$ cat src/rtl/tmr_pkg.sv
package tmr_pkg;
  typedef enum logic [1:0] {
    MODE_13B  = 2'b00,
    MODE_16B  = 2'b01,
    MODE_RLD8 = 2'b10,
    MODE_HOLD = 2'b11
  } tmr_mode_e;
endpackage

$ cat src/rtl/tmr_edge_sync.sv
module tmr_edge_sync #(
  parameter int STAGES = 2
) (
  input  logic clk,
  input  logic rst,
  input  logic pin,
  output logic fall
);
  logic [STAGES:0] sh;

  always_ff @(posedge clk) begin
    if (rst) sh <= '0;
    else     sh <= {sh[STAGES-1:0], pin};
  end

  assign fall = sh[STAGES] & ~sh[STAGES-1];

  // one falling edge produces a single-cycle step request
  p_fall_single_r6: assert property (@(posedge clk) disable iff (rst)
    fall |=> !fall);
endmodule

$ cat src/rtl/tmr_step_gen.sv
module tmr_step_gen (
  input  logic tick_en,
  input  logic fall,
  input  logic run,
  input  logic gate_sel,
  input  logic gate_pin,
  input  logic ct_sel,
  output logic step
);
  logic enabled;
  logic source;

  always_comb begin
    enabled = run & (~gate_sel | gate_pin);
    source  = ct_sel ? fall : tick_en;
    step    = enabled & source;
  end
endmodule

$ cat src/rtl/tmr_count_core.sv
module tmr_count_core
  import tmr_pkg::*;
#(
  parameter int DATA_W = 8,
  parameter int PRE_W  = 5
) (
  input  logic              clk,
  input  logic              rst,
  input  logic              step,
  input  tmr_mode_e         mode,
  input  logic              lo_wr,
  input  logic              hi_wr,
  input  logic [DATA_W-1:0] wr_data,
  output logic [DATA_W-1:0] lo_q,
  output logic [DATA_W-1:0] hi_q,
  output logic              ovf
);
  localparam int W13 = DATA_W + PRE_W;
  localparam int W16 = 2 * DATA_W;

  logic [W13:0]      w13;
  logic [W16:0]      w16;
  logic [DATA_W:0]   w8;
  logic [DATA_W-1:0] lo_n, hi_n;
  logic              wr_any;

  assign wr_any = lo_wr | hi_wr;

  always_comb begin
    w13  = {1'b0, hi_q, lo_q[PRE_W-1:0]} + {{W13{1'b0}}, 1'b1};
    w16  = {1'b0, hi_q, lo_q} + {{W16{1'b0}}, 1'b1};
    w8   = {1'b0, lo_q} + {{DATA_W{1'b0}}, 1'b1};
    lo_n = lo_q;
    hi_n = hi_q;
    ovf  = 1'b0;
    if (wr_any) begin
      if (lo_wr) lo_n = wr_data;
      if (hi_wr) hi_n = wr_data;
    end else if (step) begin
      unique case (mode)
        MODE_13B: begin
          lo_n = {lo_q[DATA_W-1:PRE_W], w13[PRE_W-1:0]};
          hi_n = w13[W13-1:PRE_W];
          ovf  = w13[W13];
        end
        MODE_16B: begin
          lo_n = w16[DATA_W-1:0];
          hi_n = w16[W16-1:DATA_W];
          ovf  = w16[W16];
        end
        MODE_RLD8: begin
          ovf  = w8[DATA_W];
          lo_n = w8[DATA_W] ? hi_q : w8[DATA_W-1:0];
        end
        default: ;
      endcase
    end
  end

  always_ff @(posedge clk) begin
    if (rst) begin
      lo_q <= '0;
      hi_q <= '0;
    end else begin
      lo_q <= lo_n;
      hi_q <= hi_n;
    end
  end

  p_upper_held_r2: assert property (@(posedge clk) disable iff (rst)
    (mode == MODE_13B && !lo_wr) |=> lo_q[DATA_W-1:PRE_W] == $past(lo_q[DATA_W-1:PRE_W]));
  p_reload_hi_stable_r4: assert property (@(posedge clk) disable iff (rst)
    (mode == MODE_RLD8 && !hi_wr) |=> $stable(hi_q));
  p_reload_value_r4: assert property (@(posedge clk) disable iff (rst)
    (mode == MODE_RLD8 && ovf) |=> lo_q == $past(hi_q));
  p_hold_mode_r5: assert property (@(posedge clk) disable iff (rst)
    (mode == MODE_HOLD && !wr_any) |=> ($stable(lo_q) && $stable(hi_q)));
  p_write_lo_r10: assert property (@(posedge clk) disable iff (rst)
    lo_wr |=> lo_q == $past(wr_data));
  p_write_hi_r10: assert property (@(posedge clk) disable iff (rst)
    hi_wr |=> hi_q == $past(wr_data));
endmodule

$ cat src/rtl/tmr_flag_irq.sv
module tmr_flag_irq (
  input  logic clk,
  input  logic rst,
  input  logic ovf,
  input  logic flag_clr,
  input  logic irq_en,
  output logic ovf_flag,
  output logic irq
);
  logic flag_n;

  always_comb begin
    if (ovf)           flag_n = 1'b1;
    else if (flag_clr) flag_n = 1'b0;
    else               flag_n = ovf_flag;
  end

  always_ff @(posedge clk) begin
    if (rst) begin
      ovf_flag <= 1'b0;
      irq      <= 1'b0;
    end else begin
      ovf_flag <= flag_n;
      irq      <= flag_n & irq_en;
    end
  end

  p_flag_set_r8: assert property (@(posedge clk) disable iff (rst)
    ovf |=> ovf_flag);
  p_flag_clear_r8: assert property (@(posedge clk) disable iff (rst)
    (flag_clr && !ovf) |=> !ovf_flag);
  p_irq_needs_flag_r9: assert property (@(posedge clk) disable iff (rst)
    irq |-> ovf_flag);
endmodule

$ cat src/rtl/tmr_multimode.sv
module tmr_multimode
  import tmr_pkg::*;
#(
  parameter int DATA_W      = 8,
  parameter int PRE_W       = 5,
  parameter int SYNC_STAGES = 2
) (
  input  logic              clk,
  input  logic              rst,
  input  logic              tick_en,
  input  logic              cnt_pin,
  input  logic              gate_pin,
  input  logic              run,
  input  logic              gate_sel,
  input  logic              ct_sel,
  input  logic [1:0]        mode,
  input  logic              irq_en,
  input  logic              lo_wr,
  input  logic              hi_wr,
  input  logic [DATA_W-1:0] wr_data,
  input  logic              flag_clr,
  output logic [DATA_W-1:0] lo_q,
  output logic [DATA_W-1:0] hi_q,
  output logic              ovf_flag,
  output logic              irq
);
  logic fall, step, ovf;

  tmr_edge_sync #(.STAGES(SYNC_STAGES)) u_sync (
    .clk(clk), .rst(rst), .pin(cnt_pin), .fall(fall)
  );

  tmr_step_gen u_step (
    .tick_en(tick_en), .fall(fall), .run(run), .gate_sel(gate_sel),
    .gate_pin(gate_pin), .ct_sel(ct_sel), .step(step)
  );

  tmr_count_core #(.DATA_W(DATA_W), .PRE_W(PRE_W)) u_core (
    .clk(clk), .rst(rst), .step(step), .mode(tmr_mode_e'(mode)),
    .lo_wr(lo_wr), .hi_wr(hi_wr), .wr_data(wr_data),
    .lo_q(lo_q), .hi_q(hi_q), .ovf(ovf)
  );

  tmr_flag_irq u_flag (
    .clk(clk), .rst(rst), .ovf(ovf), .flag_clr(flag_clr), .irq_en(irq_en),
    .ovf_flag(ovf_flag), .irq(irq)
  );

  p_gated_hold_r7: assert property (@(posedge clk) disable iff (rst)
    ((!run || (gate_sel && !gate_pin)) && !lo_wr && !hi_wr)
      |=> ($stable(lo_q) && $stable(hi_q)));
  p_reset_clear_r1: assert property (@(posedge clk)
    rst |=> (lo_q == '0 && hi_q == '0 && !ovf_flag && !irq));
endmodule

$ cat config.mk
export PLATFORM = sky130hd
export DESIGN_NAME = tmr_multimode
export DESIGN_NICKNAME = d
export VERILOG_FILES = /design/src/rtl/tmr_pkg.sv /design/src/rtl/tmr_edge_sync.sv /design/src/rtl/tmr_step_gen.sv /design/src/rtl/tmr_count_core.sv /design/src/rtl/tmr_flag_irq.sv /design/src/rtl/tmr_multimode.sv
export SDC_FILE = /design/constraint.sdc
export NUM_CORES = 1
export LEC_CHECK = 0
export BUFFER_PORTS_ARGS = -buffer_cell sky130_fd_sc_hd__buf_2
export CAP_MARGIN = 10
export CORE_MARGIN = 1.5
export CORE_UTILIZATION = 47
export CTS_CLUSTER_SIZE = 20
export DETAILED_ROUTE_END_ITERATION = 7
export PLACE_DENSITY_LB_ADDON = 0.05
export SLEW_MARGIN = 20
export SYNTH_ARGS = -nofsm -noshare
export SYNTH_HDL_FRONTEND = slang
export SYNTH_SLANG_ARGS = --single-unit
$ cat constraint.sdc
create_clock -name clk -period 1.66 [get_ports clk]
set_input_delay 0.083 -clock clk [delete_from_list [all_inputs] [get_ports clk]]
set_output_delay 0.083 -clock clk [all_outputs]
set_load 0.02 [all_outputs]
==> results.cfg, run 1 <==
[grt]
grt_max_degree = 16
busiest_layer = met2
grt.met3_usage = 0.0277
grt_pass1_vias = 1599
grt-ovfl-total = 0
grt_use_met1 = 0.399
grt_use_met2 = 0.430
grt_first_pass_wirelength_mm = 7.54
antenna_found_initial = 0
grt_use_total = 0.275

[route]
wl_mm = 4.88
via_per_inst = 6.19
wl_per_cell_um = 16.5
drtIter0Drc = 141
drc = 0
drt_pass1_iterations = 6
ant_nets = 0
dr_total_vias = 1831

[floorplan]
rows = 20
start_util = 0.499
dieArea_um2 = 3650
io_pins = 40
die_y_um = 60.4
core_area_um2 = 3100
die_x_um = 60.4

[cts]
cts_max_path_buffers = 2
clock-sinks = 21
htree_levels = 1
path_clk_slew_ns = 0.13
cts_tree = yes
cts_root_buf = clkbuf_4
numCtsBuffers = 3
worstSkewPairLatency_ns = 0.31

[setup_path]
r2r_slack_ns = -0.07
cp.required_ns = 1.89
critPathArrivalTime_ns = 1.97
crit_path_end_kind = flip-flop
startpoint_type = flip-flop
cp_max_fo = 7
path_class = reg -> reg

[run_status]
violations = setup timing
status = complete, but fails checks

[final_layout]
filler_cell_count = 290
ff_latch_area_um2 = 438
fin_nets = 280
layoutNonFillerInstCount = 296
area_growth_pct = 35.2
final_util = 0.675
final_common_cell = buf_2
final_area_um2 = 2090
final_cell_mix = buf_2 (39), buf_4 (24), dfxtp_1 (13)
diodes = 0
drive_gt1_frac = 0.409
multi_input_area_um2 = 1130

[power_and_ir_drop]
clkPwrFrac = 0.217
p_leak_nw = 0.894
power_frac_comb = 0.299
power.switching_mw = 0.413
seq_power_share = 0.484
finalPower_mw = 1.20
p_per_area_nw_per_um2 = 572
p_int_mw = 0.784
sw_frac_of_total = 0.345
peakVddDrop_v = 0.000345

[synthesis]
synth_top_area_frac = 0.272
yosysWarnings = 0
synthTopCellsByArea = dfxtp_1 (27%), ha_1 (4.0%), nand3_1 (3.9%)
post_synth.cell_area_avg_um2 = 7.94
synth_seq_area_share = 0.272
synth_edf_count = 0
async_flop_share = 0
synth_area_um2 = 1550
synthFlopType = dfxtp_1
synthCells = 195
ys_types = 54
synth-seq-cells = 21
syn_nets = 222
yosys.area.top_type = dfxtp_1

[placement]
pre_cts_ws_ns = -0.170
dp_cells = 286
dpl-instance-area_um2 = 1900
gp_congestion = 0.941
port-buffer-count = 39
hpwl_mm = 3.54

[timing]
rsz0062_at_grt = yes
maxSlewViolCount = 0
hold_slack_ns = 0.0922
setup_ws_ns = -0.0713
worst_slew_pin_slew_ns = 0.477
post-route-min-period_ns = 1.73
maxSlewHeadroom = 0.682
tns_ns = -0.190
final.period_utilization = 1.04
max_freq_mhz = 578
clock_skew_ns = 0.00710
setup_violations = 4
finalHoldViolCount = 0

[worst_hold_path]
hold_path.class = in -> reg

[job]
max-cap-violations = 0
-- cell families after synthesis --
kind of cell               share of synthesized area
xor gates and xnor gates                      0.0113
adders and majority gates                     0.0404
AOI/OAI and AO/OA                              0.306
buffers and inverters                         0.0768
and+or+nand+nor                                0.293
DFF                                            0.272
-- power by group through the flow --
stage | combinational, mW | clock [mW] | sequential (mW)
finish | 0.358 | 0.260 | 0.579
global route | 0.387 | 0.287 | 0.583
detailed placement | 0.318 | 0 | 0.588
floorplan | 0.173 | 0 | 0.609
CTS | 0.332 | 0.267 | 0.577
global placement | 0.312 | 0 | 0.586
-- cells in the mapped netlist (3+ instances only) --
library cell,number
clkbuf_1,5
o31ai_1,4
nor2_1,10
nand2b_1,5
o22ai_1,3
a221oi_1,6
nor2b_1,7
nor4_1,4
a21oi_1,11
nand4_1,5
nand2_1,5
nand3_1,12
a22oi_1,3
ha_1,5
o21ai_0,10
dfxtp_1,21
inv_1,12
and3_1,4
nor3_1,8
a21o_1,3
buf_4,3
a31oi_1,5
-- area by class of cell --
| cell class | count | share of cell area |
|---|---|---|
| clock buffers | 4 | 0.0126 |
| well taps | 44 | 0.0263 |
| inverters | 12 | 0.0215 |
| multi-input cells | 150 | 0.542 |
| flip-flops and latches | 21 | 0.209 |
| repair buffers | 65 | 0.189 |
-- critical path, stage by stage, from the launching register on --
cell and delay [ns]:
dfxtp_4 0.38, ha_4 0.17, nand4_4 0.06, buf_4 0.16, o21ai_1 0.11, a21o_1 0.21
o32a_1 0.37, a211oi_2 0.19
-- worst paths after layout --
kind                         end  depth (start not counted)            from
setup / recovery  u_core.lo_q[7]                          7  u_core.lo_q[0]
hold reg to reg     u_sync.sh[1]                          1    u_sync.sh[0]
hold / removal    u_core.hi_q[0]                          3      wr_data[0]
setup reg to reg  u_core.lo_q[7]                          7  u_core.lo_q[0]
-- repair_timing --
item | 4_1_cts | 5_1_grt
pin swaps | 3 | 9
hold buffers | 2 | 0
setup buffers | 3 | 1
endpoints found under the setup margin | 8 | 18
gates resized for setup | 10 | 20
hold endpoints to repair | 2 | 0
-- state kept, by name, summed over array words and instances, names as in the netlist --
register,count
u_flag.irq,1
u_core.lo_q,8
u_core.hi_q,8
u_sync.sh,3
u_flag.ovf_flag,1
-- layer usage --
metal,wire length (µm),vias up
met4,81,0
met1,2150,869
met5,0,-
met3,336,10
met2,2310,88
li1,-,864
Note: power is estimated with default switching activity, not from simulation.
==> run 2: changes to the inputs <==
==> constraint.sdc (replaced) <==
create_clock -name clk -period 1.66 [get_ports clk]
set_input_delay 0.166 -clock clk [delete_from_list [all_inputs] [get_ports clk]]
set_output_delay 0.166 -clock clk [all_outputs]
set_load 0.02 [all_outputs]
==> results.cfg, run 2 (synthesis gave the netlist of run 1 again) <==
[run_status]
status = complete, but fails checks
violations = setup timing

[floorplan]
rows = 20
core_area_um2 = 3100
die_y_um = 60.4
dieArea_um2 = 3650
start_util = 0.499
die_x_um = 60.4
io_pins = 40

[final_layout]
area_growth_pct = 36.5
drive_gt1_frac = 0.421
final_area_um2 = 2110
final_common_cell = buf_2
fin_nets = 282
filler_cell_count = 306
top_regs = u_core.hi_q (8), u_core.lo_q (8), u_sync.sh (3)
final_cell_mix = buf_2 (39), buf_4 (28), dfxtp_1 (13)
diodes = 0
layoutNonFillerInstCount = 298

[timing]
finalHoldViolCount = 0
rsz0062_at_grt = yes
maxSlewViolCount = 0
hold_slack_ns = 0.0472
post-route-min-period_ns = 1.71
setup_violations = 3
worst_slew_pin_slew_ns = 0.538
final.period_utilization = 1.03
maxSlewHeadroom = 0.638
setup_ws_ns = -0.0496
clock_skew_ns = 0.00291
max_freq_mhz = 585

[setup_path]
slowest_stage = o41ai_1
slowest_delay_ns = 0.45
reg2reg_from = u_sync.sh[1]
critPathBufInv = 1
critical_path.top_delay_family = compound AO/OA/AOI/OAI gates
cp_max_fo = 3
rr_worst_depth = 6
critPathArrivalTime_ns = 1.93
crit_path_end_kind = flip-flop
cp_cell_sequence = and3b_1, o211ai_1, o41ai_1, buf_4, a21oi_1, o211a_1
r2r-end = u_core.lo_q[6]
path_class = reg -> reg
r2r_slack_ns = -0.05
startpoint_type = flip-flop
cp.required_ns = 1.88

[route]
drc = 0
drt_pass1_iterations = 5
via_per_inst = 6.17
drtIter0Drc = 120
ant_nets = 0
wl_per_cell_um = 16.6
wl_mm = 4.94
dr_total_vias = 1839

[grt]
grt-ovfl-total = 0
antenna_found_initial = 0
grt_pass1_vias = 1621
grt_use_total = 0.280
grt_max_degree = 21
grt_first_pass_wirelength_mm = 7.68

[power_and_ir_drop]
p_per_area_nw_per_um2 = 569
peakVddDrop_v = 0.000352
p_leak_nw = 0.899

[cts]
worstSkewPairLatency_ns = 0.31
clock-sinks = 21
numCtsBuffers = 3
htree_levels = 1
cts_tree = yes
path_clk_slew_ns = 0.12
cts_root_buf = clkbuf_4
cts_max_path_buffers = 2

[job]
max-cap-violations = 0

[placement]
dp_cells = 291
gp_congestion = 0.907
port-buffer-count = 39
dpl-instance-area_um2 = 1930
hpwl_mm = 3.70

[worst_hold_path]
hold_end = u_flag.irq
min_from = irq_en
hold_path.class = in -> reg
holdPathStages = 3
run 2: report_power, final:
| group | internal (mW) | switching [mW] |
|---|---|---|
| Sequential | 0.536 | 0.0399 |
| Combinational | 0.157 | 0.206 |
| Clock | 0.0940 | 0.168 |
| Total | 0.787 | 0.414 |
run 2: worst max path at each step:
stage	startpoint	end	slack [ns]	cells after the start
floorplan	u_core.lo_q[1]	u_flag.irq	0.03	6
global placement	u_core.lo_q[1]	u_flag.irq	-0.1	6
detailed placement	u_core.lo_q[1]	u_flag.irq	-0.14	6
CTS	u_core.lo_q[1]	u_flag.irq	-0.10	6
global route	u_core.lo_q[1]	u_flag.irq	-0.17	6
finish	u_sync.sh[1]	u_core.lo_q[6]	-0.05	6
run 2: layout make-up:
class,count,area (µm²),area share
multi-input combinational,150,1140,0.542
sequential,21,435,0.206
timing repair buffer,67,405,0.192
tap,44,55.1,0.0261
inverter,12,45.0,0.0213
clock buffer,4,26.3,0.0124
run 2: stage by stage:
step           setup TNS (ns)  worst slack [ns]  utilization  power (mW)
2_1_floorplan               0            0.0298            -       0.783
3_3_place_gp           -0.245           -0.0955        0.623       0.904
3_5_place_dp           -0.619            -0.141        0.623       0.914
4_1_cts                -0.218            -0.101        0.648        1.18
5_1_grt                -0.990            -0.167        0.681        1.27
6_report               -0.103           -0.0496        0.681        1.20
run 2: worst min-delay path, delay by kind of cell:
family | cells | cell delay, ns
buffers and inverters | 2 | 0.13
AO/OA/AOI/OAI | 1 | 0.03
run 2: what timing repair did:
action                     4_1_cts  5_1_grt
setup endpoints to repair       11       18
pin swaps                        4       10
setup buffers                    3        0
gates resized for setup          9       24
hold buffers                     0        0
run 2: metal layers:
layer  up-vias  GRT usage  part of all wire
met5         -          0                 0
met4         0      0.105             0.015
met3         8     0.0299             0.064
met2        77      0.446              0.48
met1       884      0.392              0.44
li1        870          -                 -
==> run 3: changes to the inputs <==
--- a/config.mk
+++ b/config.mk
@@ -8,11 +8,12 @@
 export BUFFER_PORTS_ARGS = -buffer_cell sky130_fd_sc_hd__buf_2
 export CAP_MARGIN = 10
 export CORE_MARGIN = 1.5
-export CORE_UTILIZATION = 47
+export CORE_UTILIZATION = 48
 export CTS_CLUSTER_SIZE = 20
 export DETAILED_ROUTE_END_ITERATION = 7
 export PLACE_DENSITY_LB_ADDON = 0.05
 export SLEW_MARGIN = 20
 export SYNTH_ARGS = -nofsm -noshare
 export SYNTH_HDL_FRONTEND = slang
+export SYNTH_HIERARCHICAL = 1
 export SYNTH_SLANG_ARGS = --single-unit
==> results.cfg, run 3 <==
[timing]
maxSlewHeadroom = 0.693
clock_skew_ns = 0.00297
setup_ws_ns = -0.266
post-route-min-period_ns = 1.93
max_freq_mhz = 519
maxSlewViolCount = 0
rsz0062_at_grt = yes
final.period_utilization = 1.16
worst_slew_pin_slew_ns = 0.457
finalHoldViolCount = 0
setup_violations = 17

[cts]
hold_buffers = 0
worstSkewPairLatency_ns = 0.30
htree_levels = 1
cts_tree = yes
cts_max_path_buffers = 2
clock-sinks = 21
cts_root_buf = clkbuf_4
numCtsBuffers = 3
path_clk_slew_ns = 0.13

[power_and_ir_drop]
peakVddDrop_v = 0.000285
p_per_area_nw_per_um2 = 528
p_leak_nw = 1.08

[setup_path]
rr_worst_depth = 7
path_class = reg -> reg
cp.required_ns = 1.87
critPathArrivalTime_ns = 2.14
reg2reg_from = u_sync/sh[1]
cp_max_fo = 3
r2r-end = u_core/lo_q[1]
r2r_slack_ns = -0.27
crit_path_end_kind = flip-flop
startpoint_type = flip-flop

[worst_hold_path]
hold_end = u_sync/sh[0]
holdPathStages = 2
min_from = cnt_pin
hold_path.class = in -> reg

[final_layout]
fin_nets = 313
diodes = 0
drive_gt1_frac = 0.449
final_area_um2 = 2350
area_growth_pct = 40.6
layoutNonFillerInstCount = 331
final_common_cell = buf_4
final_cell_mix = buf_4 (46), buf_2 (39), dfxtp_1 (19)
top_regs = u_core/hi_q (8), u_core/lo_q (8), u_sync/sh (3)

[run_status]
violations = setup timing
status = complete, but fails checks

[synthesis]
post_synth.cell_area_avg_um2 = 8.18
synth.most_common_cell = dfxtp_1
ys_top_cells_by_count = dfxtp_1 (21), nor2_1 (18), nand2_1 (12)
synth_area_um2 = 1670
synthCells = 204
syn_nets = 231
async_flop_share = 0
yosys.area.top_type = dfxtp_1
yosysWarnings = 6
synthTopCellsByArea = dfxtp_1 (25%), nor2_1 (4.0%), ha_1 (3.7%)
synth_top_area_frac = 0.252
synth_edf_count = 0
synth_seq_area_share = 0.252
synthFlopType = dfxtp_1
synth-seq-cells = 21
ys_types = 65

[grt]
grt_use_met2 = 0.490
grt-ovfl-total = 0
grt_use_met1 = 0.394
grt_pass1_vias = 1808
grt_max_degree = 14
grt_first_pass_wirelength_mm = 8.43
busiest_layer = met2
grt_use_total = 0.295
grt.met3_usage = 0.0331
antenna_found_initial = 0

[floorplan]
dieArea_um2 = 3840
die_x_um = 62.0
die_y_um = 62.0
core_area_um2 = 3340
rows = 21
io_pins = 40
start_util = 0.500

[route]
dr_total_vias = 2029
drtIter0Drc = 212
ant_nets = 0
drt_pass1_iterations = 4
drc = 0
wl_per_cell_um = 16.9
via_per_inst = 6.13
wl_mm = 5.58

[placement]
gp_congestion = 0.942
port-buffer-count = 39
pre_cts_ws_ns = -0.258
dpl-instance-area_um2 = 2150
dp_cells = 322
hpwl_mm = 4.22

[job]
max-cap-violations = 0
run 3: changes by cell type after synthesis, moves of 4 or more:
cell / previous run / this run
clkbuf_1: 5 / 1
nand2_1: 5 / 12
nor2_1: 10 / 18
nand3_1: 12 / 7
run 3: final cells by class:
class	instances	area, µm²
multi-input cells	164	1240
clock inverters	1	5.00
inverters	9	33.8
flip-flops and latches	21	423
fillers	298	990
well taps	46	57.6
clock buffers	3	22.5
repair buffers	87	563
run 3: worst max path at each step:
stage                  from        endpoint  slack, ns  cells past startpoint
4_1_cts        u_sync/sh[1]  u_core/lo_q[1]      -0.25                      7
3_3_place_gp   u_sync/sh[1]  u_core/lo_q[1]      -0.22                      7
6_report       u_sync/sh[1]  u_core/lo_q[1]      -0.27                      7
2_1_floorplan  u_sync/sh[1]  u_core/lo_q[1]      -0.25                      8
5_1_grt        u_sync/sh[1]  u_core/lo_q[1]      -0.31                      7
3_5_place_dp   u_sync/sh[1]  u_core/lo_q[3]      -0.26                      8
run 3: worst max-delay path, cell delays in order (launching register included):
cell and delay [ns]:
dfxtp_2 0.34, and2b_2 0.19, mux2_1 0.12, and3_4 0.19, or3b_4 0.39, or2_4 0.24
a21o_1 0.15, o221a_2 0.21
run 3: through the flow:
stage                     utilization  setup TNS [ns]  hold slack, ns  power [mW]
after floorplan                     -           -1.39           0.235       0.792
after global routing            0.703           -4.07          0.0793        1.31
final                           0.703           -3.02          0.0735        1.24
after CTS                       0.672           -2.87          0.0721        1.22
after global placement          0.644           -2.65           0.374       0.936
after detailed placement        0.644           -3.02           0.397       0.946
run 3: kinds of logic after synthesis:
family / count (synthesis) / share of synthesized area
fa+ha+maj: 5 / 0.0375
simple gates: 83 / 0.292
mux: 2 / 0.0127
flops: 21 / 0.252
compound gates: 73 / 0.322
buf+inv: 19 / 0.0794
xor+xnor: 1 / 0.00525
run 3: report_power, final:
part	switching, mW	internal [mW]	total, mW
Combinational	0.220	0.187	0.407
Sequential	0.0354	0.535	0.570
Clock	0.172	0.0897	0.262
run 3: what timing repair did:
item                                    CTS  global route
endpoints found under the setup margin   18            18
resized for setup                        12            15
buffers inserted                          2             3
pin swaps                                 4             8
run 3: routing by layer:
metal	vias up	routed length, µm
li1	950	-
met1	966	2370
met3	10	427
met5	-	0
met2	103	2680
met4	0	101
